`src/rtl/lpm_attr_pkg.sv`:
```
`timescale 1ns/1ps
package lpm_attr_pkg;
  localparam int EP_W     = 4;
  localparam int HIRD_W   = 4;
  localparam int LS_W     = 4;
  localparam int WORD_W   = 16;
  localparam int EP_LSB   = 12;
  localparam int RW_BIT   = 8;
  localparam int HIRD_LSB = 4;
  localparam int LS_LSB   = 0;
  localparam logic [LS_W-1:0] LS_SLEEP = LS_W'(1);

  typedef struct packed {
    logic [EP_W-1:0]   ep;
    logic              rmtwak;
    logic [HIRD_W-1:0] hird;
    logic [LS_W-1:0]   ls;
  } lpm_attr_t;

  function automatic logic [WORD_W-1:0] attr_pack(lpm_attr_t a);
    logic [WORD_W-1:0] w;
    w = '0;
    w[EP_LSB +: EP_W]     = a.ep;
    w[RW_BIT]             = a.rmtwak;
    w[HIRD_LSB +: HIRD_W] = a.hird;
    w[LS_LSB +: LS_W]     = a.ls;
    return w;
  endfunction

  function automatic lpm_attr_t attr_unpack(logic [WORD_W-1:0] w);
    lpm_attr_t a;
    a.ep     = w[EP_LSB +: EP_W];
    a.rmtwak = w[RW_BIT];
    a.hird   = w[HIRD_LSB +: HIRD_W];
    a.ls     = w[LS_LSB +: LS_W];
    return a;
  endfunction
endpackage

```
`src/rtl/lpm_link_check.sv`:
```
`timescale 1ns/1ps
module lpm_link_check
  import lpm_attr_pkg::*;
(
  input  logic            clk,
  input  logic            rst,
  input  logic            host_mode,
  input  logic            tok_valid,
  input  logic            tok_ack,
  input  logic [LS_W-1:0] tok_lnkstate,
  output logic            capture_en,
  output logic            accept_q,
  output logic            reject_q
);
  logic dev_tok;
  logic ls_ok;

  assign dev_tok    = tok_valid & ~host_mode;
  assign ls_ok      = (tok_lnkstate == LS_SLEEP);
  assign capture_en = dev_tok & tok_ack & ls_ok;

  always_ff @(posedge clk) begin
    if (rst) begin
      accept_q <= 1'b0;
      reject_q <= 1'b0;
    end else begin
      accept_q <= capture_en;
      reject_q <= dev_tok & ~ls_ok;
    end
  end
endmodule

```
`src/rtl/lpm_attr_reg.sv`:
```
`timescale 1ns/1ps
module lpm_attr_reg
  import lpm_attr_pkg::*;
(
  input  logic              clk,
  input  logic              rst,
  input  logic              sw_we,
  input  logic [WORD_W-1:0] sw_wdata,
  input  logic              capture_en,
  input  lpm_attr_t         capture_val,
  input  logic              suspend_end,
  output lpm_attr_t         attr_q
);
  lpm_attr_t attr_d;

  always_comb begin
    attr_d = attr_q;
    if (capture_en) begin
      attr_d = capture_val;
    end else begin
      if (sw_we) attr_d = attr_unpack(sw_wdata);
      if (suspend_end) attr_d.rmtwak = 1'b0;
    end
  end

  always_ff @(posedge clk) begin
    if (rst) attr_q <= '0;
    else     attr_q <= attr_d;
  end
endmodule

```
`src/rtl/lpm_resume_timer.sv`:
```
`timescale 1ns/1ps
module lpm_resume_timer #(
  parameter int CODE_W  = 4,
  parameter int BASE_US = 50,
  parameter int STEP_US = 75
) (
  input  logic              clk,
  input  logic              rst,
  input  logic              start,
  input  logic              tick,
  input  logic [CODE_W-1:0] code,
  output logic              drive,
  output logic              done
);
  localparam int MAX_LOAD = BASE_US + STEP_US * ((1 << CODE_W) - 1);
  localparam int CNT_W    = $clog2(MAX_LOAD + 1);

  logic [CNT_W-1:0] cnt;
  logic [CNT_W-1:0] load_val;

  assign load_val = CNT_W'(BASE_US) + CNT_W'(STEP_US) * CNT_W'(code);

  always_ff @(posedge clk) begin
    if (rst) begin
      cnt   <= '0;
      drive <= 1'b0;
      done  <= 1'b0;
    end else begin
      done <= 1'b0;
      if (start) begin
        cnt   <= load_val;
        drive <= 1'b1;
      end else if (drive && tick) begin
        if (cnt == CNT_W'(1)) begin
          cnt   <= '0;
          drive <= 1'b0;
          done  <= 1'b1;
        end else begin
          cnt <= cnt - CNT_W'(1);
        end
      end
    end
  end
endmodule

```
`src/rtl/lpm_wake_sel.sv`:
```
`timescale 1ns/1ps
module lpm_wake_sel (
  input  logic clk,
  input  logic rst,
  input  logic suspend_active,
  input  logic captured_wake,
  input  logic enum_wake_cap,
  output logic suspend_end,
  output logic wake_q
);
  logic susp_prev;

  assign suspend_end = susp_prev & ~suspend_active;

  always_ff @(posedge clk) begin
    if (rst) begin
      susp_prev <= 1'b0;
      wake_q    <= 1'b0;
    end else begin
      susp_prev <= suspend_active;
      wake_q    <= suspend_active ? captured_wake : enum_wake_cap;
    end
  end
endmodule

```
`src/rtl/lpm_attr_unit.sv`:
```
`timescale 1ns/1ps
module lpm_attr_unit
  import lpm_attr_pkg::*;
#(
  parameter int RESUME_BASE_US = 50,
  parameter int RESUME_STEP_US = 75
) (
  input  logic              clk,
  input  logic              rst,
  input  logic              host_mode,
  input  logic              write_protect,
  input  logic              reg_wr_en,
  input  logic [WORD_W-1:0] reg_wr_data,
  output logic [WORD_W-1:0] reg_rd_data,
  input  logic              tok_valid,
  input  logic              tok_ack,
  input  logic [EP_W-1:0]   tok_endpoint,
  input  logic              tok_rmtwak,
  input  logic [HIRD_W-1:0] tok_hird,
  input  logic [LS_W-1:0]   tok_lnkstate,
  output logic              lpm_accept,
  output logic              lpm_reject,
  input  logic              us_tick,
  input  logic              start_resume,
  output logic              resume_drive,
  output logic              resume_done,
  input  logic              suspend_active,
  input  logic              enum_wake_cap,
  output logic              wake_effective
);
  logic      capture_en;
  logic      suspend_end;
  lpm_attr_t attr_q;
  lpm_attr_t tok_fields;

  assign tok_fields.ep     = tok_endpoint;
  assign tok_fields.rmtwak = tok_rmtwak;
  assign tok_fields.hird   = tok_hird;
  assign tok_fields.ls     = tok_lnkstate;

  lpm_link_check u_check (
    .clk          (clk),
    .rst          (rst),
    .host_mode    (host_mode),
    .tok_valid    (tok_valid),
    .tok_ack      (tok_ack),
    .tok_lnkstate (tok_lnkstate),
    .capture_en   (capture_en),
    .accept_q     (lpm_accept),
    .reject_q     (lpm_reject)
  );

  lpm_attr_reg u_reg (
    .clk         (clk),
    .rst         (rst),
    .sw_we       (reg_wr_en & ~write_protect),
    .sw_wdata    (reg_wr_data),
    .capture_en  (capture_en),
    .capture_val (tok_fields),
    .suspend_end (suspend_end),
    .attr_q      (attr_q)
  );

  lpm_resume_timer #(
    .CODE_W  (HIRD_W),
    .BASE_US (RESUME_BASE_US),
    .STEP_US (RESUME_STEP_US)
  ) u_timer (
    .clk   (clk),
    .rst   (rst),
    .start (start_resume),
    .tick  (us_tick),
    .code  (attr_q.hird),
    .drive (resume_drive),
    .done  (resume_done)
  );

  lpm_wake_sel u_wake (
    .clk            (clk),
    .rst            (rst),
    .suspend_active (suspend_active),
    .captured_wake  (attr_q.rmtwak),
    .enum_wake_cap  (enum_wake_cap),
    .suspend_end    (suspend_end),
    .wake_q         (wake_effective)
  );

  assign reg_rd_data = attr_pack(attr_q);
endmodule

```
`config.mk`:
```
export PLATFORM = sky130hd
export DESIGN_NAME = lpm_attr_unit
export DESIGN_NICKNAME = d
export VERILOG_FILES = /design/src/rtl/lpm_attr_pkg.sv /design/src/rtl/lpm_link_check.sv /design/src/rtl/lpm_attr_reg.sv /design/src/rtl/lpm_resume_timer.sv /design/src/rtl/lpm_wake_sel.sv /design/src/rtl/lpm_attr_unit.sv
export SDC_FILE = /design/constraint.sdc
export NUM_CORES = 1
export LEC_CHECK = 0
export ABC_AREA = 1
export ABC_CLOCK_PERIOD_IN_PS = 6350
export BUFFER_PORTS_ARGS = -buffer_cell sky130_fd_sc_hd__buf_2
export CORE_ASPECT_RATIO = 1.75
export CORE_MARGIN = 5
export CORE_UTILIZATION = 50
export DETAILED_ROUTE_END_ITERATION = 8
export HOLD_SLACK_MARGIN = 0.02
export PLACE_DENSITY = 0.79
export REMOVE_ABC_BUFFERS = 1
export SYNTH_ARGS = -nofsm -noshare
export SYNTH_HDL_FRONTEND = slang
export SYNTH_SLANG_ARGS = --single-unit
```
`constraint.sdc`:
```
create_clock -name clk -period 6.35 [get_ports clk]
set_input_delay 0.635 -clock clk [delete_from_list [all_inputs] [get_ports clk]]
set_output_delay 0.635 -clock clk [all_outputs]
set_load 0.005 [all_outputs]
```
* Word-level counts from Yosys, hierarchy flattened
Index checks and enable logic that the tools add are counted.
** Word-level totals
- Register bits after elaboration :: 30
- Latch bits :: 0
- Bits in writable memories :: 0
- Bits in read-only memories :: 0
- Input port bits :: 40
- Output and inout port bits :: 21
- Logic and storage cells :: 45
- Memories :: 0
** Operators by class
- Add/sub/neg operators :: 2
- $mul :: 1
- Divide/modulo/power cells :: 0
- Order comparisons :: 0
- Equal/unequal tests :: 2
- Shifts and indexed selects :: 0
- Mux-type cells :: 11
- Bitwise gates (word level) :: 11
- Reductions and logical operators :: 7
** Operator list (number)
- two-way mux 11 bit :: 3
- two-way mux 13 bit :: 2
- adder 6 x 11 -> 11 bit, first input constant :: 1
- equality test 11 x 1 -> 1 bit, second input constant :: 1
- multiplier 7 x 4 -> 11 bit, first input constant :: 1
- subtractor 11 x 1 -> 11 bit, second input constant :: 1
- bitwise AND 1 bit :: 6
- two-way mux 1 bit :: 6
- nonzero test 2 bit :: 3
- NOT 1 bit :: 5
- equality test 4 x 1 -> 1 bit, second input constant :: 1
- nonzero test 3 bit :: 1
- OR reduction 3 bit :: 1
- AND reduction 2 bit :: 1
- logical AND 1 bit :: 1

* Logic depth before layout (Yosys ltp)
Gate-level depths: netlist of run 1.
- Depth after elaboration :: 5
- Gate-level depth with buffers :: 16
- Gate-level depth less buffers :: 16

* Modules after synthesis
Synthesis of run 1 repeated with hierarchy kept, for this count alone.
** Unflattened totals
- Cells, all modules :: 330
- Area total of the unflattened synthesis :: 2178.3 um^2
** By module, submodules not included
- lpm_resume_timer :: times used 1, cells each 198, area an instance 1330.0 um^2, sequential area each 260.2 um^2
- lpm_attr_reg :: times used 1, cells each 102, area an instance 639.4 um^2, sequential area each 260.2 um^2
- lpm_link_check :: times used 1, cells each 12, area an instance 95.1 um^2, sequential area each 40.0 um^2
- lpm_wake_sel :: times used 1, cells each 12, area an instance 77.6 um^2, sequential area each 40.0 um^2
- lpm_attr_unit :: times used 1, cells each 6, area an instance 36.3 um^2, sequential area each 0.0 um^2

* Least setup slack after synthesis of run 1
No wires, ideal clock.
- Kind :: register to register
- From :: register u_reg.attr_q[6] (netlist name)
- To :: register u_timer.cnt[10]
- Library setup time :: 0.122 ns
- Data arrival time :: 2.294 ns
- Required time :: 6.228 ns
- Path slack :: 3.934 ns
- Stages on the path, launching flop included :: 12
- Buffers on the path :: 0
- Clock period less this slack :: 2.416 ns
- Cell sequence :: dfxtp_1 -> inv_1 -> ha_1 -> inv_1 -> fa_1 -> fa_1 -> nand2_1 -> o21bai_2 -> nand2_1 -> nand2_1 -> a21oi_1 -> a21oi_2
** On the way
- Cells in the longest elaborated chain, start to end :: 3
** RTL lines
- multiplier 7 x 4 -> 11 bit :: line lpm_resume_timer.sv:21 : assign load_val = CNT_W'(BASE_US) + CNT_W'(STEP_US) * CNT_W'(code);
- adder 6 x 11 -> 11 bit :: line lpm_resume_timer.sv:21
- two-way mux 11 bit :: line lpm_resume_timer.sv:30 : if (start) begin
- end signal: assignment :: line lpm_resume_timer.sv:31 : cnt <= load_val;
- end signal: assignment :: line lpm_resume_timer.sv:39 : cnt <= cnt - CNT_W'(1);
- end: declaration :: line lpm_resume_timer.sv:18 : logic [CNT_W-1:0] cnt;
No other way between the ends.
A chain may end at the register's enable or synchronous reset.

* Final worst setup path of run 1
- From :: register u_reg.attr_q[6] (netlist name)
- To :: register u_timer.cnt[10]
** On the way
- Cells in the longest elaborated chain, start to end :: 3
** RTL lines (line)
- multiplier 7 x 4 -> 11 bit :: lpm_resume_timer.sv:21
- adder 6 x 11 -> 11 bit :: lpm_resume_timer.sv:21
- two-way mux 11 bit :: lpm_resume_timer.sv:30
No other way between the ends.

==> results of run 1 <==
## sequential cells by signal (all words and copies together), names as in the netlist
signal	cells
u_check.reject_q	1
u_reg.attr_q	13
u_wake.wake_q	1
u_wake.susp_prev	1
u_timer.done	1
u_timer.cnt	11
u_check.accept_q	1
u_timer.drive	1
## final timing paths
kind / start / endpoint / slack (ns) / cells after the start
worst min register to register: u_reg.attr_q[1] / u_reg.attr_q[1] / 0.46 / 2
worst max-delay path: u_reg.attr_q[6] / u_timer.cnt[10] / 3.54 / 11
worst min-delay path: u_reg.attr_q[1] / u_reg.attr_q[1] / 0.46 / 2
worst max register to register: u_reg.attr_q[6] / u_timer.cnt[10] / 3.54 / 11
## power by group
group | leakage (uW) | internal, uW | switching, uW | total, uW
clock | 0.0000714 | 167 | 75.7 | 243
combinational | 0.00112 | 63.3 | 94.4 | 158
sequential | 0.000247 | 203 | 16.4 | 219
total | 0.00144 | 433 | 187 | 620
## synth_stat cells
cell	instances	area [um^2]
nor4_1	1	6.260
inv_2	4	15.01
nor2_8	1	20.02
o22ai_1	2	12.51
a21o_1	5	37.54
nor3_4	1	16.27
nand2_1	84	315.3
dfxtp_1	30	600.6
xnor2_1	1	8.760
o21ai_0	21	105.1
xor2_1	4	35.03
nor3b_2	1	12.51
a21oi_1	18	90.09
nand2_8	1	20.02
o2111ai_1	1	8.760
a21oi_2	5	43.79
nor2_1	21	78.83
o21ai_1	1	5.000
nor3_1	1	5.000
a21boi_0	1	7.510
inv_1	35	131.4
nand3b_1	1	7.510
buf_2	5	25.02
nand4_1	1	6.260
o21bai_2	1	11.26
nand2_2	3	18.77
nand3_1	21	105.1
conb_1	1	3.750
fa_1	3	60.06
nor2_2	4	25.02
nor2_4	5	56.30
ha_1	18	225.2
nand2_4	4	45.04
buf_4	4	30.03
## cell type report
cell class,instances,area [um^2]
tap,51,63.81
timing repair buffer,54,270.3
multi-input combinational,234,1400
fill,401,1700
inverter,39,146.4
sequential,30,600.6
clock buffer,6,82.58
clock inverter,2,60.06
## worst reg2reg max path, stage by stage (launching register included)
cell and delay (ns):
dfxtp_1 0.46, inv_1 0.15, ha_1 0.36, inv_1 0.07
fa_1 0.51, fa_1 0.48, nand2_1 0.10, o21bai_2 0.09
nand2_1 0.08, nand2_1 0.09, a21oi_1 0.23, a21oi_2 0.08
## metal layers
metal / part of all wire / wire (um)
met2: 0.56 / 3004
met3: 0.046 / 249
met1: 0.35 / 1898
met4: 0.040 / 214
met5: 0 / 0
## per-stage QoR
step	hold slack, ns	util	instances	total power (uW)	cell area [um^2]
final	0.4614	0.6068	416	619.7	2624
after global routing	0.4826	0.6068	416	654.3	2624
after CTS	0.4637	0.6068	416	624.5	2624
after detailed placement	0.4534	0.5738	408	379.6	2481
after global placement	0.4461	0.5738	408	375.9	2481
after floorplan	0.4574	-	303	334.7	2147
## cells by family after synthesis
family          after synthesis
compound gates               55
xor+xnor                      5
fa+ha+maj                    21
buf+inv                      48
flops                        30
other cells                   1
simple gates                150
==> results by group, run 1 <==
Status
  – Status: completed

Global route
  – First-pass GRT wire length: 9.128 mm
  – Antenna violations before repair: 0
  – Met2 capacity usage during global routing: 0.3725
  – GRT Max-Usage Layer: met2
  – Largest net degree at the start of global routing: 20
  – Vias in the first global route: 2132
  – GRT overflow: 0
  – GRT Total Usage: 0.2011
  – Grt met1 use: 0.1906
  – Met3 usage: 0.03590

Clock network
  – H-tree levels: 2
  – Post-CTS resize count: 0
  – Worst-case clock buffer depth: 2
  – Hold_buf cts: 0
  – Clock buffer count from CTS: 5
  – Clk pin slew, worst setup/hold paths: 0.07 ns
  – TritonCTS Sinks: 30
  – Root Buffer: clkbuf_8
  – Worst-skew pair later-pin latency: 0.29 ns
  – Post-CTS Setup Repair Bufs: 0
  – CTS tree: built

Logic synthesis
  – Seq/Total Area, Yosys: 0.2737
  – Synth Area in Compound Gates: 0.1465
  – Netlist cell types: 34
  – Synth Area in Simple Gates: 0.3364
  – Mux cell area share after synthesis: 0
  – Yosys warns: 0
  – Synth Register Bits: 30
  – Mapped Area: 2195 um^2
  – Cell count after synthesis: 310
  – Post-synthesis xor/xnor area fraction: 0.01995
  – Post-Synth Adder-Cell Area: 0.1300
  – Largest family of logic cells by synthesized area: simple AND/OR/NAND/NOR gates
  – Synthesized area per cell: 7.079 um^2

Die
  – # IOs: 61
  – Die Width: 60.08 um
  – Die height: 97.64 um
  – CORE AREA: 4324 um^2
  – Initial Util: 0.5075
  – # rows: 32
  – Die area: 5866 um^2

Timing
  – Fin Setup TNS: 0 ns
  – Tmin final: 2.805 ns
  – Maximum clock frequency: 0.3564 GHz
  – Fin crit share: 0.4418
  – Clk_skew: 0.009326 ns
  – Count of final setup violators: 0
  – Max-slew violations: 0
  – Final hold violation count: 0
  – RSZ-0062 raised after global routing: no
  – Final worst slack: 3.545 ns

Route
  – Routed WL per cell: 12.90 um
  – DR vias/cell: 5.079
  – Routed Antenna Nets: 0
  – Vias: 2113
  – Initial drt markers: 32
  – DRC violations left: 0
  – Routed WL: 5.366 mm
  – Initial DRT Pass Iterations: 4

Critical path
  – Worst Setup Path Type: reg2reg
  – Worst EP arrival: 2.99 ns
  – CP Launch Type: register
  – Crit path buf inv count: 2
  – Crit end category: register
  – Worst-path cell chain: inv_1, ha_1, inv_1, fa_1, fa_1, nand2_1, o21bai_2, nand2_1, nand2_1, a21oi_1, a21oi_2
  – Slowest cell on the critical path: fa_1
  – Most common cell on crit path: nand2_1
  – Required @ worst endpoint: 6.53 ns
  – Max Fanout on Critical Path: 6
  – Critical Path Max Stage Delay: 0.51 ns
  – Crit path max-delay family: adder cells

Pwr
  – Worst IR Drop VDD: 0.2013 mV
  – Leak: 0.001442 uW
  – Pwr Density: 236.2 nW/um^2

Final layout
  – Share of cells above drive strength 1: 0.2521
  – Most frequent cells in the layout: nand2_1 (84), buf_2 (54), inv_1 (35), dfxtp_1 (30)
  – Area grow syn2layout: 19.56%
  – Diode count: 0
  – Commonest non-fill, non-tap cell in the layout: nand2_1
  – Net count, final: 425

Placed design
  – Final Wtd Congestion: 0.8595
  – Pre-CTS WS: 3.621 ns
  – Input/output buffers: 54
  – DP HPWL: 4.241 mm

Flow run
  – Max-cap violation count: 0

Min path
  – Tightest Hold Check Type: reg2reg
Note: power is estimated with default switching activity, not from simulation.
==> inputs of run 2 (changes only) <==
--- a/config.mk
+++ b/config.mk
@@ -6,14 +6,14 @@
 export NUM_CORES = 1
 export LEC_CHECK = 0
 export ABC_AREA = 1
-export ABC_CLOCK_PERIOD_IN_PS = 6350
+export ABC_CLOCK_PERIOD_IN_PS = 2400
 export BUFFER_PORTS_ARGS = -buffer_cell sky130_fd_sc_hd__buf_2
 export CORE_ASPECT_RATIO = 1.75
 export CORE_MARGIN = 5
-export CORE_UTILIZATION = 50
+export CORE_UTILIZATION = 47
 export DETAILED_ROUTE_END_ITERATION = 8
 export HOLD_SLACK_MARGIN = 0.02
-export PLACE_DENSITY = 0.79
+export PLACE_DENSITY = 0.78
 export REMOVE_ABC_BUFFERS = 1
 export SYNTH_ARGS = -nofsm -noshare
 export SYNTH_HDL_FRONTEND = slang
==> constraint.sdc (replaced) <==
create_clock -name clk -period 2.4 [get_ports clk]
set_input_delay 0.24 -clock clk [delete_from_list [all_inputs] [get_ports clk]]
set_output_delay 0.24 -clock clk [all_outputs]
set_load 0.005 [all_outputs]
==> run 2 against run 1 <==
Effect of this change:
- setup slack lost 3.4 ns
- routed wire length grew 0.86%
- sequential power grew to 2.6 times the previous value
- register-to-register slack lost 3.4 ns
- cell area grew 2.3%
- via count grew 2.7%
- combinational power grew to 2.8 times the previous value
- core utilization shrank 2.6 points
- total power grew 150%
- global-route usage shrank 1.2 points
- largest cell class unchanged
- highest routed layer unchanged
==> results by group, run 2 (synthesis results as in run 1) <==
Pwr
  – Reg power frac: 0.373 (+0.020)
  – Internal: 1052 uW (+140%)
  – Leak: 0.001448 uW (+0.36%)
  – Total chip power: 1546 uW (+150%)
  – Pwr Density: 575.9 nW/um^2 (+140%)
  – P_sw: 494.0 uW (+160%)
  – Clk pwr share: 0.337 (-0.055)
  – Sw Share: 0.3196 (+0.01867)
  – Worst IR Drop VDD: 0.4525 mV (+120%)
  – Comb pwr share: 0.290 (+0.036)

Timing
  – Max-slew violations: 0 (unchanged)
  – Clk_skew: 0.01076 ns (+0.001433 ns)
  – Fin crit share: 0.9523 (+0.5105)
  – RSZ-0062 raised after global routing: yes
  – Count of final setup violators: 0 (unchanged)
  – Final hold violation count: 0 (unchanged)
  – Fin Setup TNS: 0 ns (unchanged)
  – Tmin final: 2.286 ns (-0.5199 ns)
  – Maximum clock frequency: 0.4375 GHz (+23%)

Route
  – Initial DRT Pass Iterations: 4 (unchanged)
  – Vias: 2170 (+2.7%)
  – DRC violations left: 0 (unchanged)
  – Routed WL: 5.412 mm (+0.86%)
  – DR vias/cell: 5.154 (+1.5%)
  – Initial drt markers: 38 (+19%)
  – Routed Antenna Nets: 0 (unchanged)
  – Routed WL per cell: 12.86 um (-0.34%)

Clock network
  – Worst-skew pair later-pin latency: 0.29 ns (about the same)
  – H-tree levels: 2 (unchanged)
  – Post-CTS Setup Repair Bufs: 0 (unchanged)
  – Post-CTS resize count: 0 (unchanged)
  – Root Buffer: clkbuf_8
  – CTS tree: built
  – Hold_buf cts: 0 (unchanged)
  – Clock buffer count from CTS: 5 (unchanged)
  – TritonCTS Sinks: 30 (unchanged)
  – Worst-case clock buffer depth: 2 (unchanged)
  – Clk pin slew, worst setup/hold paths: 0.07 ns (about the same)

Die
  – # rows: 33 (+3.1%)
  – Die Width: 61.66 um (+2.6%)
  – # IOs: 61 (unchanged)
  – Die height: 100.4 um (+2.8%)
  – CORE AREA: 4624 um^2 (+6.9%)
  – Die area: 6190 um^2 (+5.5%)
  – Initial Util: 0.4746 (-0.03296)

Placed design
  – Placed inst area: 2520 um^2 (+1.6%)
  – Input/output buffers: 54 (unchanged)
  – Placed cell count: 414 (+1.5%)
  – DP HPWL: 4.353 mm (+2.6%)
  – Final Wtd Congestion: 0.8954 (+4.2%)

Final layout
  – Area grow syn2layout: 22.29%
  – Final core occ: 0.5804 (-0.02641)
  – Diode count: 0 (unchanged)
  – Net count, final: 430 (+1.2%)
  – Final Cell Area: 2684 um^2 (+2.3%)
  – Top Registers: u_reg.attr_q x13, u_timer.cnt x11
  – Most frequent cells in the layout: nand2_1 (83), buf_2 (54), inv_1 (35), dfxtp_1 (29)
  – Max FFs per register: 13 (unchanged)
  – Share of cells above drive strength 1: 0.2764 (+0.02437)
  – Largest reg by FF count: u_reg.attr_q
  – Commonest non-fill, non-tap cell in the layout: nand2_1
  – Final Non-Filler Cells: 421 (+1.2%)

Min path
  – Tightest Hold Check Type: in2reg

Critical path
  – Worst Setup Path Type: reg2reg
  – CP Launch Type: register
  – Required @ worst endpoint: 2.58 ns (-3.95 ns)
  – Crit end category: register
  – Max Fanout on Critical Path: 3 (-3)
  – Worst EP arrival: 2.47 ns (-0.52 ns)

Status
  – Status: completed

Global route
  – GRT overflow: 0 (unchanged)
  – Vias in the first global route: 2124 (-0.38%)
  – Largest net degree at the start of global routing: 20 (unchanged)
  – First-pass GRT wire length: 8.914 mm (-2.3%)
  – Antenna violations before repair: 0 (unchanged)
  – GRT Total Usage: 0.1890 (-0.01205)

Flow run
  – Max-cap violation count: 0 (unchanged)
## run 2: worst max-delay path, cell delays in order, from the launching register on
cell     delay, ns
dfxtp_1       0.33
inv_1         0.06
ha_1          0.30
inv_1         0.06
fa_1          0.48
ha_1          0.31
nand3_1       0.09
nand2_1       0.09
o21ai_0       0.15
o21ai_1       0.12
nor2_1        0.13
nor2_1        0.05
## run 2: per-layer routing
| layer | vias to the layer above | global-route usage | wire (um) |
|---|---|---|---|
| met5 | - | 0 | 0 |
| met4 | 0 | 0.09967 | 213 |
| met3 | 18 | 0.03475 | 228 |
| met2 | 57 | 0.3592 | 3152 |
| met1 | 981 | 0.1761 | 1817 |
| li1 | 1114 | - | - |
## run 2: power groups by stage
stage                     clock network (uW)  registers, uW  logic (uW)
after global routing                     546            582         509
after CTS                                530            576         432
after floorplan                            0            582         304
after detailed placement                   0            586         429
final                                    521            576         448
after global placement                     0            585         417
## run 2: final timing paths
| path | from | to | slack [ns] | cells after the start |
|---|---|---|---|---|
| worst min-delay path | tok_hird[1] | u_reg.attr_q[5] | 0.14 | 3 |
| worst max-delay path | u_reg.attr_q[6] | u_timer.cnt[5] | 0.11 | 11 |
| worst min register to register | u_reg.attr_q[3] | u_reg.attr_q[3] | 0.46 | 2 |
| worst max register to register | u_reg.attr_q[6] | u_timer.cnt[5] | 0.11 | 11 |
## run 2: through the flow
stage,hold slack [ns],setup WS (ns)
after floorplan,0.3024,-0.01602
after global placement,0.4271,0.04934
after detailed placement,0.4300,0.01475
after CTS,0.1319,0.006816
after global routing,0.1420,-0.01177
final,0.1362,0.1144
## run 2: cell type report
type                    count  area (um^2)
fillers                   443         1941
multi-input cells         234         1450
inverters                  39        146.4
repair buffers             59        307.8
well taps                  52        65.06
clock buffers               6        82.58
flip-flops and latches     30        601.8
clock inverters             1        30.03
